## src/rtl/cwp_pkg.sv

```systemverilog
package cwp_pkg;
  typedef enum logic [1:0] {
    OP_PLAIN   = 2'b00,
    OP_SAVE    = 2'b01,
    OP_RESTORE = 2'b10,
    OP_RSVD    = 2'b11
  } wop_e;

  localparam int LREGS   = 32;
  localparam int WSTRIDE = 16;
endpackage

```

## src/rtl/cwp_map.sv

```systemverilog
module cwp_map
  import cwp_pkg::*;
#(
  parameter int NWIN = 8,
  parameter int NGLB = 8,
  localparam int PW  = $clog2(NWIN),
  localparam int PHW = $clog2(NGLB + WSTRIDE * NWIN)
) (
  input  logic [4:0]    lreg,
  input  logic [PW-1:0] win,
  output logic [PHW-1:0] phys,
  output logic          is_zero
);
  logic [PW-1:0] win_prev;

  // outs of window w live in the ins of window w-1 (mod NWIN)
  assign win_prev = (win == '0) ? PW'(NWIN - 1) : win - 1'b1;
  assign is_zero  = (lreg == 5'd0);

  always_comb begin
    case (lreg[4:3])
      2'd0:    phys = PHW'(lreg);
      2'd1:    phys = PHW'(NGLB + WSTRIDE * int'(win_prev) + int'(lreg[2:0]));
      2'd2:    phys = PHW'(NGLB + WSTRIDE * int'(win) + 8 + int'(lreg[2:0]));
      default: phys = PHW'(NGLB + WSTRIDE * int'(win) + int'(lreg[2:0]));
    endcase
  end
endmodule

```

## src/rtl/cwp_front.sv

```systemverilog
module cwp_front
  import cwp_pkg::*;
#(
  parameter int NWIN = 8,
  localparam int PW  = $clog2(NWIN)
) (
  input  logic          clk,
  input  logic          rst,
  input  logic          in_valid,
  input  wop_e          in_op,
  input  logic          flush,
  input  logic [PW-1:0] restore_ptr,
  output logic [PW-1:0] cur_ptr,
  output logic [PW-1:0] nxt_ptr
);
  always_comb begin
    case (in_op)
      OP_SAVE:    nxt_ptr = (cur_ptr == '0) ? PW'(NWIN - 1) : cur_ptr - 1'b1;
      OP_RESTORE: nxt_ptr = (cur_ptr == PW'(NWIN - 1)) ? '0 : cur_ptr + 1'b1;
      default:    nxt_ptr = cur_ptr;
    endcase
  end

  always_ff @(posedge clk) begin
    if (rst)           cur_ptr <= '0;
    else if (flush)    cur_ptr <= restore_ptr;
    else if (in_valid) cur_ptr <= nxt_ptr;
  end

  AST_SAVE_STEP: assert property (@(posedge clk) disable iff (rst)
    (in_valid && !flush && in_op == OP_SAVE) |=>
      (cur_ptr == (($past(cur_ptr) == '0) ? PW'(NWIN - 1) : $past(cur_ptr) - 1'b1)));
  AST_RESTORE_STEP: assert property (@(posedge clk) disable iff (rst)
    (in_valid && !flush && in_op == OP_RESTORE) |=>
      (cur_ptr == (($past(cur_ptr) == PW'(NWIN - 1)) ? '0 : $past(cur_ptr) + 1'b1)));
  AST_FLUSH_RESTORE: assert property (@(posedge clk) disable iff (rst)
    flush |=> (cur_ptr == $past(restore_ptr)));
endmodule

```

## src/rtl/cwp_tracker.sv

```systemverilog
module cwp_tracker
  import cwp_pkg::*;
#(
  parameter int NWIN = 8,
  parameter int NGLB = 8,
  localparam int PW  = $clog2(NWIN),
  localparam int PHW = $clog2(NGLB + WSTRIDE * NWIN)
) (
  input  logic           clk,
  input  logic           rst,
  input  logic           in_valid,
  input  logic [1:0]     in_op,
  input  logic [4:0]     in_rs1,
  input  logic [4:0]     in_rs2,
  input  logic [4:0]     in_rd,
  input  logic           flush,
  output logic           rd_valid,
  output logic [PHW-1:0] rd_phys_a,
  output logic           rd_zero_a,
  output logic [PHW-1:0] rd_phys_b,
  output logic           rd_zero_b,
  output logic           wr_en,
  output logic [PHW-1:0] wr_phys,
  output logic [PW-1:0]  cur_ptr,
  output logic [PW-1:0]  cwp_commit
);
  // execute-stage copy: pointer before and after the held instruction
  logic          ex_valid;
  logic [4:0]    ex_rd;
  logic [PW-1:0] ex_old;
  logic [PW-1:0] ex_new;
  logic [PW-1:0] nxt_ptr;
  logic          accept;

  assign accept = in_valid && !flush;

  cwp_front #(.NWIN(NWIN)) u_front (
    .clk        (clk),
    .rst        (rst),
    .in_valid   (in_valid),
    .in_op      (wop_e'(in_op)),
    .flush      (flush),
    .restore_ptr(ex_old),
    .cur_ptr    (cur_ptr),
    .nxt_ptr    (nxt_ptr)
  );

  // read ports use the decode-stage (old) pointer
  logic [1:0][4:0] rs_l;
  logic [PHW-1:0]  rd_map [2];
  logic            rd_z   [2];
  assign rs_l = {in_rs2, in_rs1};

  for (genvar g = 0; g < 2; g++) begin : g_rd
    cwp_map #(.NWIN(NWIN), .NGLB(NGLB)) u_map (
      .lreg   (rs_l[g]),
      .win    (cur_ptr),
      .phys   (rd_map[g]),
      .is_zero(rd_z[g])
    );
  end

  // write port uses the execute-stage (new) pointer
  logic [PHW-1:0] wr_map;
  logic           wr_z;
  cwp_map #(.NWIN(NWIN), .NGLB(NGLB)) u_wmap (
    .lreg   (ex_rd),
    .win    (ex_new),
    .phys   (wr_map),
    .is_zero(wr_z)
  );

  always_ff @(posedge clk) begin
    if (rst) begin
      ex_valid   <= 1'b0;
      ex_rd      <= '0;
      ex_old     <= '0;
      ex_new     <= '0;
      rd_valid   <= 1'b0;
      rd_phys_a  <= '0;
      rd_zero_a  <= 1'b0;
      rd_phys_b  <= '0;
      rd_zero_b  <= 1'b0;
      wr_en      <= 1'b0;
      wr_phys    <= '0;
      cwp_commit <= '0;
    end else begin
      ex_valid  <= accept;
      ex_rd     <= in_rd;
      ex_old    <= flush ? ex_old : cur_ptr;
      ex_new    <= accept ? nxt_ptr : (flush ? ex_old : cur_ptr);
      rd_valid  <= accept;
      rd_phys_a <= rd_map[0];
      rd_zero_a <= rd_z[0];
      rd_phys_b <= rd_map[1];
      rd_zero_b <= rd_z[1];
      wr_en     <= ex_valid && !flush && !wr_z;
      wr_phys   <= wr_map;
      if (ex_valid && !flush) cwp_commit <= ex_new;
    end
  end

  AST_WR_NOT_ZERO: assert property (@(posedge clk) disable iff (rst)
    wr_en |-> (wr_phys != '0));
  AST_FLUSH_NO_WRITE: assert property (@(posedge clk) disable iff (rst)
    flush |=> (!wr_en && !rd_valid));
  AST_RD_FOLLOWS_IN: assert property (@(posedge clk) disable iff (rst)
    rd_valid |-> $past(in_valid));
  AST_COMMIT_ON_RETIRE: assert property (@(posedge clk) disable iff (rst)
    !$stable(cwp_commit) |-> ($past(ex_valid) && !$past(flush)));
endmodule

```

## config.mk

```make
export PLATFORM = sky130hd
export DESIGN_NAME = cwp_tracker
export DESIGN_NICKNAME = d
export VERILOG_FILES = /design/src/rtl/cwp_pkg.sv /design/src/rtl/cwp_map.sv /design/src/rtl/cwp_front.sv /design/src/rtl/cwp_tracker.sv
export SDC_FILE = /design/constraint.sdc
export NUM_CORES = 1
export LEC_CHECK = 0
export BUFFER_PORTS_ARGS = -buffer_cell sky130_fd_sc_hd__buf_2
export CAP_MARGIN = 10
export CORE_UTILIZATION = 50
export CTS_CLUSTER_DIAMETER = 120
export DETAILED_ROUTE_END_ITERATION = 10
export GPL_TIMING_DRIVEN = 0
export PLACE_DENSITY = 0.86
export SETUP_SLACK_MARGIN = 0.2
export SYNTH_ARGS = -nofsm -noshare
export SYNTH_HDL_FRONTEND = slang
export SYNTH_HIERARCHICAL = 1
export SYNTH_SLANG_ARGS = --single-unit
```

## constraint.sdc

```tcl
create_clock -name clk -period 2.3 [get_ports clk]
set_clock_uncertainty 0.05 [all_clocks]
set_input_delay 0.23 -clock clk [delete_from_list [all_inputs] [get_ports clk]]
set_output_delay 0.23 -clock clk [all_outputs]
set_load 0.03 [all_outputs]
```

-- Word-level counts from Yosys, hierarchy flattened
Cells that the tools add are included.
- muxes and demuxes: 11
- reductions and logical operators: 14
- equality and inequality tests: 9
- add/sub/neg operators: 18
- operators with widths (kind ; number):
    8-bit one-hot mux with 3 select lines ; 3
    8-bit by 4-bit adder with 8-bit output ; 8
    4-bit by 7-bit adder with 8-bit output, first input constant ; 4
    3-bit 2-to-1 mux ; 7
    5-bit logical NOT ; 3
    8-bit by 3-bit adder with 8-bit output ; 1
    8-bit by 4-bit adder with 8-bit output, second input constant ; 1
    8-bit by 5-bit adder with 8-bit output, second input constant ; 1
    2-bit by 1-bit equality test with 1-bit output, second input constant ; 4
    2-bit equality test, second input constant ; 4
    2-bit logical NOT ; 3
    3-bit logical NOT ; 2
    3-bit one-hot mux with 2 select lines ; 1
    3-bit by 1-bit subtractor with 3-bit output, second input constant ; 2
    3-bit by 1-bit adder with 3-bit output, second input constant ; 1
    3-bit equality test, second input constant ; 1
    1-bit logical AND ; 3
    1-bit logical NOT ; 2
    2-bit nonzero test ; 1
- word-level logic and storage cells: 64
- flip-flop bits (word level): 45

-- Logic depth before layout (Yosys ltp)
Gate-level depths: netlist (run 1).
- depth in word-level cells: 5
- depth in mapped cells: 9

-- Hierarchy
Netlist (run 1), hierarchy kept.
- modules (own cells, without submodules) (module ; cells each ; instances ; area each (µm²) ; sequential area each (µm²)):
    cwp_tracker ; 102 ; 1 ; 1257.5 ; 840.8
    cwp_map ; 29 ; 3 ; 186.4 ; 0.0
    cwp_front ; 40 ; 1 ; 325.3 ; 60.1

-- Least setup slack after synthesis (run 1)
No wires, ideal clock.
- path kind: flip-flop to flip-flop
- from: reg u_front.cur_ptr[0]
- to: reg ex_new[2]
- path buffers: 0
- slack: -0.003 ns
- data required time: 2.132 ns
- setup time: 0.118 ns
- stages on the path, launching flop included: 10
- arrival: 2.136 ns
- cells stage by stage: dfxtp_1 > inv_1 > ha_1 > nor3_2 > a21oi_1 > a221oi_2 > inv_1 > mux2_1 > mux2i_1 > nor2_1
- longest elaborated chain between the ends: 4
- RTL lines (what ; line ; source):
    start: declaration ; cwp_front.sv:13 ; output logic [PW-1:0] cur_ptr,
    start signal: assignment ; cwp_front.sv:26 ; else if (flush) cur_ptr <= restore_ptr;
    start signal: assignment ; cwp_front.sv:27 ; else if (in_valid) cur_ptr <= nxt_ptr;
    3-bit by 1-bit adder with 3-bit output, or another cell as far along ; cwp_front.sv:19 ; OP_RESTORE: nxt_ptr = (cur_ptr == PW'(NWIN - 1)) ? '0 : cur_ptr + 1'b1;
    3-bit 2-to-1 mux, on equally long branches ; cwp_front.sv:19, cwp_front.sv:18 ;
    3-bit one-hot mux with 2 select lines * ; cwp_front.sv:17 ; case (in_op)
    via nxt_ptr[2] ; cwp_tracker.sv:32 ; logic [PW-1:0] nxt_ptr;
    3-bit 2-to-1 mux * ; cwp_tracker.sv:91 ; ex_new <= accept ? nxt_ptr : (flush ? ex_old : cur_ptr);
    end signal: assignment ; cwp_tracker.sv:91 ;
    end: declaration ; cwp_tracker.sv:31 ; logic [PW-1:0] ex_new;
The timed path passes the listed nets; every way through them passes the cells marked *.
A chain may end at the register's enable or synchronous reset.

-- Worst setup path in the final report (run 1)
Same ends and word-level chain as after synthesis.

==> results.sh, run 1 <==
export IMPL_cp_arrival_ps=2110
export IMPL_max_freq_ghz=0.5085
export IMPL_finalInstanceArea_sq_um=2656
export IMPL_final_cells=344
export IMPL_syn_avg_cell_area_sq_um=9.354
export IMPL_min_period_ps=1967
export IMPL_relSlewSlack_pct=76.95
export IMPL_core_area_sq_um=4058
export IMPL_cts_root_buf="clkbuf_8"
export IMPL_setup_violations_final=0
export IMPL_p_int_mw=1.359
export IMPL_path_clk_slew_ps=90
export IMPL_fp_dieH_microns=67.46
export IMPL_viasPerCell=4.971
export IMPL_dp_cells=333
export IMPL_start_util_pct=52.79
export IMPL_pwr_share_seq_pct=45.8
export IMPL_drtPass1Iterations=5
export IMPL_dp_slack_ps=145.5
export IMPL_drc=0
export IMPL_hold_viol=0
export IMPL_swShare_pct=24.70
export IMPL_place_area_sq_um=2477
export IMPL_cellPowerDensity_nw_per_um2=679.5
export IMPL_syn_nets=265
export IMPL_worstMarginPinSlew_ps=341.0
export IMPL_final_util_pct=65.46
export IMPL_ys_seq_area_share_pct=42.06
export IMPL_syn_area_sq_um=2142
export IMPL_syn_instance_count=229
export IMPL_drive_gt1_share_pct=30.27
export IMPL_cts_buffers=5
export IMPL_multi_input_area_sq_um=1082
export IMPL_p_sw_mw=0.4459
export IMPL_required_ps=2440
export IMPL_routed_via_count=1710
export IMPL_cap_violations=0
export IMPL_fin_ws_ps=333.4
export IMPL_grt_overflow=0
export IMPL_crit_fanout=6
export IMPL_setup_tns_final_ps=0
export IMPL_hp_class="in2reg"
export IMPL_worstPathCellList="buf_12 > ha_1 > ha_1 > nand2_1 > nor2_1 > a221oi_2 > inv_1 > mux2_1 > mux2i_1 > nor2_1"
export IMPL_whs_ps=95.31
export IMPL_die_w_microns=67.46
export IMPL_grt_start_max_net_pins=20
export IMPL_crit_path_max_incr_delay_ps=370
export IMPL_synth_distinct_cells=32
export IMPL_critPathCaptureType="flip-flop"
export IMPL_tritoncts="done"
export IMPL_gp_congestion=0.8101
export IMPL_grt_antenna_before_repair=0
export IMPL_port_buffers=54
export IMPL_ant_nets=0
export IMPL_start_kind="flip-flop"
export IMPL_finalCritPeriodShare_pct=85.50
export IMPL_yosysWarnings=6
export IMPL_placementRows=23
export IMPL_clk_latency_ps=290
export IMPL_dieArea_sq_um=4550
export IMPL_synth_seq_cells=45
export IMPL_grt_pass1_wl_microns=6313
export IMPL_diodes=0
export IMPL_dp_hpwl_microns=2836
export IMPL_final_nets=329
export IMPL_drt_total_wl_microns=3958
export IMPL_slowest_stage="dfxtp_4"
export IMPL_areaGrowthSynthToFinish_pct=24.01
export IMPL_combPwrFrac_pct=14.6
export IMPL_grt_setup_unrepaired="false"
export IMPL_cts_sinks=45
export IMPL_leakagePower_nw=1.221
export IMPL_grt_total_usage_pct=18.53
export IMPL_slew_viol_final=0
export IMPL_p_clk_share_pct=39.6
export IMPL_htree_levels=2
export IMPL_cts_buffer_depth=2
export IMPL_fillCellCount=339
export IMPL_cp_buffers_inverters=2
export IMPL_ios=55
export IMPL_worstSetupPathType="reg2reg"
export IMPL_seqCellArea_sq_um=909.6
export IMPL_status="completed"
export IMPL_drt_iter0_drc=76
export IMPL_grt_pass1_vias=1509
export IMPL_power_mw=1.805
export IMPL_routedWlPerCell_microns=11.51
export IMPL_ir_drop_mv=0.3159
export IMPL_cpLargestDelayFamily="adder cells"
-- cell usage in the layout (no fill, tap or decap) --
cell type / netlist / routed
buf_2: 4 / 58
dfxtp_4: 0 / 2
a31oi_1: 3 / 3
buf_12: 0 / 1
dfxtp_1: 45 / 42
nor2_1: 20 / 20
nor3_1: 1 / 1
or3b_1: 1 / 1
mux2_2: 4 / 4
nor3_2: 1 / 1
or4_1: 3 / 3
nor2b_1: 34 / 34
ha_1: 15 / 15
buf_4: 3 / 5
clkbuf_1: 12 / 12
mux2i_1: 9 / 9
nor2b_4: 1 / 1
nor2b_2: 1 / 1
o221a_2: 3 / 3
clkbuf_8: 0 / 5
bufinv_16: 0 / 2
o22ai_1: 2 / 2
o21ai_0: 8 / 8
a21oi_1: 18 / 18
dfxtp_2: 0 / 1
a221oi_2: 2 / 2
nor3b_2: 1 / 1
nand2b_1: 1 / 1
nand4b_1: 3 / 3
inv_1: 16 / 16
mux2_1: 3 / 3
nor3b_1: 2 / 2
nand2_1: 2 / 2
inv_6: 0 / 1
nand3b_1: 6 / 6
buf_6: 1 / 1
nor4b_1: 1 / 1
a21boi_0: 3 / 3
-- Yosys cell counts --
cell	instances	area (sq um)
o221a_2	3	33.78
mux2_2	4	45.04
buf_4	3	22.52
mux2_1	3	33.78
o22ai_1	2	12.51
nor3b_1	2	15.01
o21ai_0	8	40.04
a221oi_2	2	30.03
nor2b_4	1	13.76
nor4b_1	1	8.760
nand2_1	2	7.510
buf_6	1	11.26
or3b_1	1	8.760
nand4b_1	3	26.28
nor2b_1	34	212.7
nor3_2	1	10.01
nor3_1	1	5.000
clkbuf_1	12	45.04
nor2_1	20	75.07
buf_2	4	20.02
nor3b_2	1	12.51
or4_1	3	22.52
inv_1	16	60.06
ha_1	15	187.7
a21oi_1	18	90.09
a31oi_1	3	18.77
mux2i_1	9	90.09
nor2b_2	1	8.760
dfxtp_1	45	900.9
nand2b_1	1	6.260
nand3b_1	6	45.04
a21boi_0	3	22.52
-- repair_timing --
item	CTS	global route
resized for setup	1	2
hold buffers	0	0
setup buffers	0	3
pin swaps	0	0
setup endpoints to repair	1	2
-- flip-flops by register name, indices dropped and copies added (netlist names) --
name             flops
u_front/cur_ptr      3
ex_valid             1
wr_phys              8
rd_phys_a            8
rd_zero_b            1
rd_phys_b            8
rd_zero_a            1
wr_en                1
ex_rd                5
ex_old               3
ex_new               3
cwp_commit           3
-- power groups by stage --
stage	registers, mW	logic (mW)	clock network, mW
after floorplan	0.897	0.131	0
after global placement	0.847	0.249	0
after detailed placement	0.849	0.255	0
after CTS	0.830	0.257	0.722
after global routing	0.831	0.290	0.762
final	0.826	0.264	0.715
-- logic make-up (layout without fill, tap and decap cells) --
logic type / Yosys count / after routing / synth area share (%)
AND/OR/NAND/NOR: 78 / 78 / 22.31
flip-flops: 45 / 45 / 42.06
AO/OA/AOI/OAI: 39 / 39 / 11.57
buffers and inverters: 36 / 101 / 7.418
multiplexers: 16 / 16 / 7.885
adder cells (fa/ha/maj): 15 / 15 / 8.762
-- metal layers --
| metal | GRT usage [%] | share of wire [%] | vias up | routed length (microns) |
|---|---|---|---|---|
| met1 | 20.33 | 43 | 771 | 1685 |
| met3 | 5.743 | 4.0 | 4 | 159 |
| met4 | 5.319 | 0.88 | 0 | 35 |
| met5 | 0 | 0 | - | 0 |
| li1 | - | - | 889 | - |
| met2 | 33.88 | 53 | 46 | 2079 |
-- area by class of cell --
| cell class | count | share of cell area [%] |
|---|---|---|
| Multi-Input combinational cell | 148 | 40.74 |
| Sequential cell | 45 | 34.24 |
| Timing Repair Buffer | 57 | 11.49 |
| Buffer | 20 | 3.721 |
| Clock buffer | 5 | 2.591 |
| Clock inverter | 3 | 2.591 |
| Tap cell | 50 | 2.355 |
| Inverter | 16 | 2.261 |
-- worst paths after layout --
check	startpoint	endpoint	slack [ps]	cells after the start
max	u_front/cur_ptr[0]	ex_new[2]	330	10
min reg2reg	ex_old[1]	u_front/cur_ptr[1]	420	2
max reg2reg	u_front/cur_ptr[0]	ex_new[2]	330	10
min	in_rd[4]	ex_rd[4]	100	2
Note: power is estimated with default switching activity, not from simulation.
==> run 2: changes to the inputs <==
==> constraint.sdc (replaced) <==
create_clock -name clk -period 2.3 [get_ports clk]
set_clock_uncertainty 0.05 [all_clocks]
set_input_delay 0.115 -clock clk [delete_from_list [all_inputs] [get_ports clk]]
set_output_delay 0.115 -clock clk [all_outputs]
set_load 0.03 [all_outputs]
==> results.sh, run 2 (same netlist as run 1, synthesis figures left out) <==
export IMPL_required_ps=2440
export IMPL_startpoint="u_front/cur_ptr[0]"
export IMPL_cts_sinks=45
export IMPL_grt_start_max_net_pins=20
export IMPL_die_w_microns=67.46
export IMPL_dp_hpwl_microns=2836
export IMPL_gp_congestion=0.8101
export IMPL_hp_class="in2reg"
export IMPL_slowest_stage="dfxtp_4"
export IMPL_grt_pass1_wl_microns=6499
export IMPL_p_sw_mw=0.4488
export IMPL_r2r_slack_ps=280
export IMPL_grt_total_usage_pct=19.10
export IMPL_setup_tns_final_ps=0
export IMPL_hold_viol=0
export IMPL_start_kind="flip-flop"
export IMPL_drive_gt1_share_pct=29.77
export IMPL_diodes=0
export IMPL_worstPathCellList="buf_12 > ha_1 > ha_1 > nand2_1 > nor2_1 > a221oi_2 > inv_1 > mux2_1 > mux2i_1 > nor2_1"
export IMPL_core_area_sq_um=4058
export IMPL_critPathCaptureType="flip-flop"
export IMPL_timing_rr_start="u_front/cur_ptr[0]"
export IMPL_p_int_mw=1.365
export IMPL_pwr_share_seq_pct=45.6
export IMPL_placementRows=23
export IMPL_most_common_layout_cells="buf_2, dfxtp_1, nor2b_1, nor2_1, a21oi_1"
export IMPL_cts_buffer_depth=2
export IMPL_reg_top3="rd_phys_a x8, rd_phys_b x8, wr_phys x8"
export IMPL_worstMarginPinSlew_ps=341.8
export IMPL_drc=0
export IMPL_finalInstanceArea_sq_um=2706
export IMPL_min_period_ps=2019
export IMPL_drt_iter0_drc=83
export IMPL_routed_via_count=1717
export IMPL_port_buffers=54
export IMPL_path_clk_slew_ps=90
export IMPL_finalCritPeriodShare_pct=87.77
export IMPL_cp_buffers_inverters=2
export IMPL_htree_levels=2
export IMPL_cts_buffers=5
export IMPL_ir_drop_mv=0.3175
export IMPL_grt_antenna_before_repair=0
export IMPL_status="completed"
export IMPL_max_freq_ghz=0.4954
export IMPL_relSlewSlack_pct=76.89
export IMPL_fillCellCount=326
export IMPL_grt_pass1_vias=1553
export IMPL_hp_start="rst"
export IMPL_tritoncts="done"
export IMPL_routedWlPerCell_microns=11.72
export IMPL_place_area_sq_um=2477
export IMPL_slew_viol_final=0
export IMPL_viasPerCell=4.920
export IMPL_p_clk_share_pct=39.5
export IMPL_clk_latency_ps=290
export IMPL_cellPowerDensity_nw_per_um2=670.1
export IMPL_cts_root_buf="clkbuf_8"
export IMPL_cap_violations=0
export IMPL_final_util_pct=66.70
export IMPL_combPwrFrac_pct=15.0
export IMPL_leakagePower_nw=1.241
export IMPL_drtPass1Iterations=5
export IMPL_ant_nets=0
export IMPL_grt_overflow=0
export IMPL_start_util_pct=52.79
export IMPL_swShare_pct=24.75
export IMPL_final_nets=334
export IMPL_crit_fanout=6
export IMPL_cp_arrival_ps=2160
export IMPL_dieArea_sq_um=4550
export IMPL_setup_violations_final=0
export IMPL_drt_total_wl_microns=4090
export IMPL_fp_dieH_microns=67.46
export IMPL_final_common_cell="buf_2"
export IMPL_worstSetupPathType="reg2reg"
export IMPL_ios=55
export IMPL_crit_path_max_incr_delay_ps=370
export IMPL_areaGrowthSynthToFinish_pct=26.34
export IMPL_grt_setup_unrepaired="false"
export IMPL_cpLargestDelayFamily="adder cells"
[run 2: changes by cell type in the layout (fill, tap and decap cells not counted), sizes merged]
cell | previous run | this run
dlygate4sd3 | 0 | 5
[run 2: power groups by stage]
stage	sequential, mW	clock (mW)	combinational (mW)
floorplan	0.897	0	0.131
CTS	0.830	0.722	0.263
global route	0.831	0.765	0.298
detailed placement	0.849	0	0.255
global placement	0.847	0	0.249
finish	0.826	0.716	0.271
[run 2: metrics by stage]
| step | total power, mW | std cells | worst slack [ps] | hold WS [ps] |
|---|---|---|---|---|
| floorplan | 1.028 | 229 | 257.3 | 126.7 |
| global placement | 1.096 | 333 | 207.0 | 277.6 |
| detailed placement | 1.104 | 333 | 145.5 | 284.4 |
| CTS | 1.815 | 346 | 211.7 | 40.62 |
| global route | 1.895 | 349 | 153.5 | 52.77 |
| finish | 1.813 | 349 | 281.4 | 42.56 |
[run 2: final cells by class]
cell class                 count  area [sq um]  area share, %
inverter                      16         60.06          2.219
buffer                        20         98.84          3.652
clock buffer                   5         68.82          2.543
clock inverter                 3         68.82          2.543
timing repair buffer          62         355.3          13.13
tap                           50         62.56          2.312
sequential                    45         909.6          33.61
multi-input combinational    148          1082          39.99
[run 2: what timing repair did]
item	in CTS	in global routing
endpoints found under the hold margin	5	0
resized for setup	1	2
cloned	0	0
buffers inserted	0	3
setup endpoints to repair	1	2
hold buffers	5	0
[run 2: path summary, 6_finish.rpt]
kind,to,cells after the start
setup / recovery,ex_new[2],10
setup reg to reg,ex_new[2],10
hold / removal,u_front/cur_ptr[1],2
hold reg to reg,u_front/cur_ptr[1],2
[run 2: metal layers]
layer  part of all wire [%]  GRT usage [%]  vias up
li1                       -              -      897
met3                    3.7          5.743        2
met2                     52          35.25       42
met1                     43          20.85      776
met4                   0.59          5.319        0
met5                      0              0        -
[run 2: worst reg2reg max path: stages (launching register included)]
cell	delay (ps)
dfxtp_4	370
buf_12	130
ha_1	190
ha_1	270
nand2_1	60
nor2_1	40
a221oi_2	220
inv_1	90
mux2_1	290
mux2i_1	150
nor2_1	70
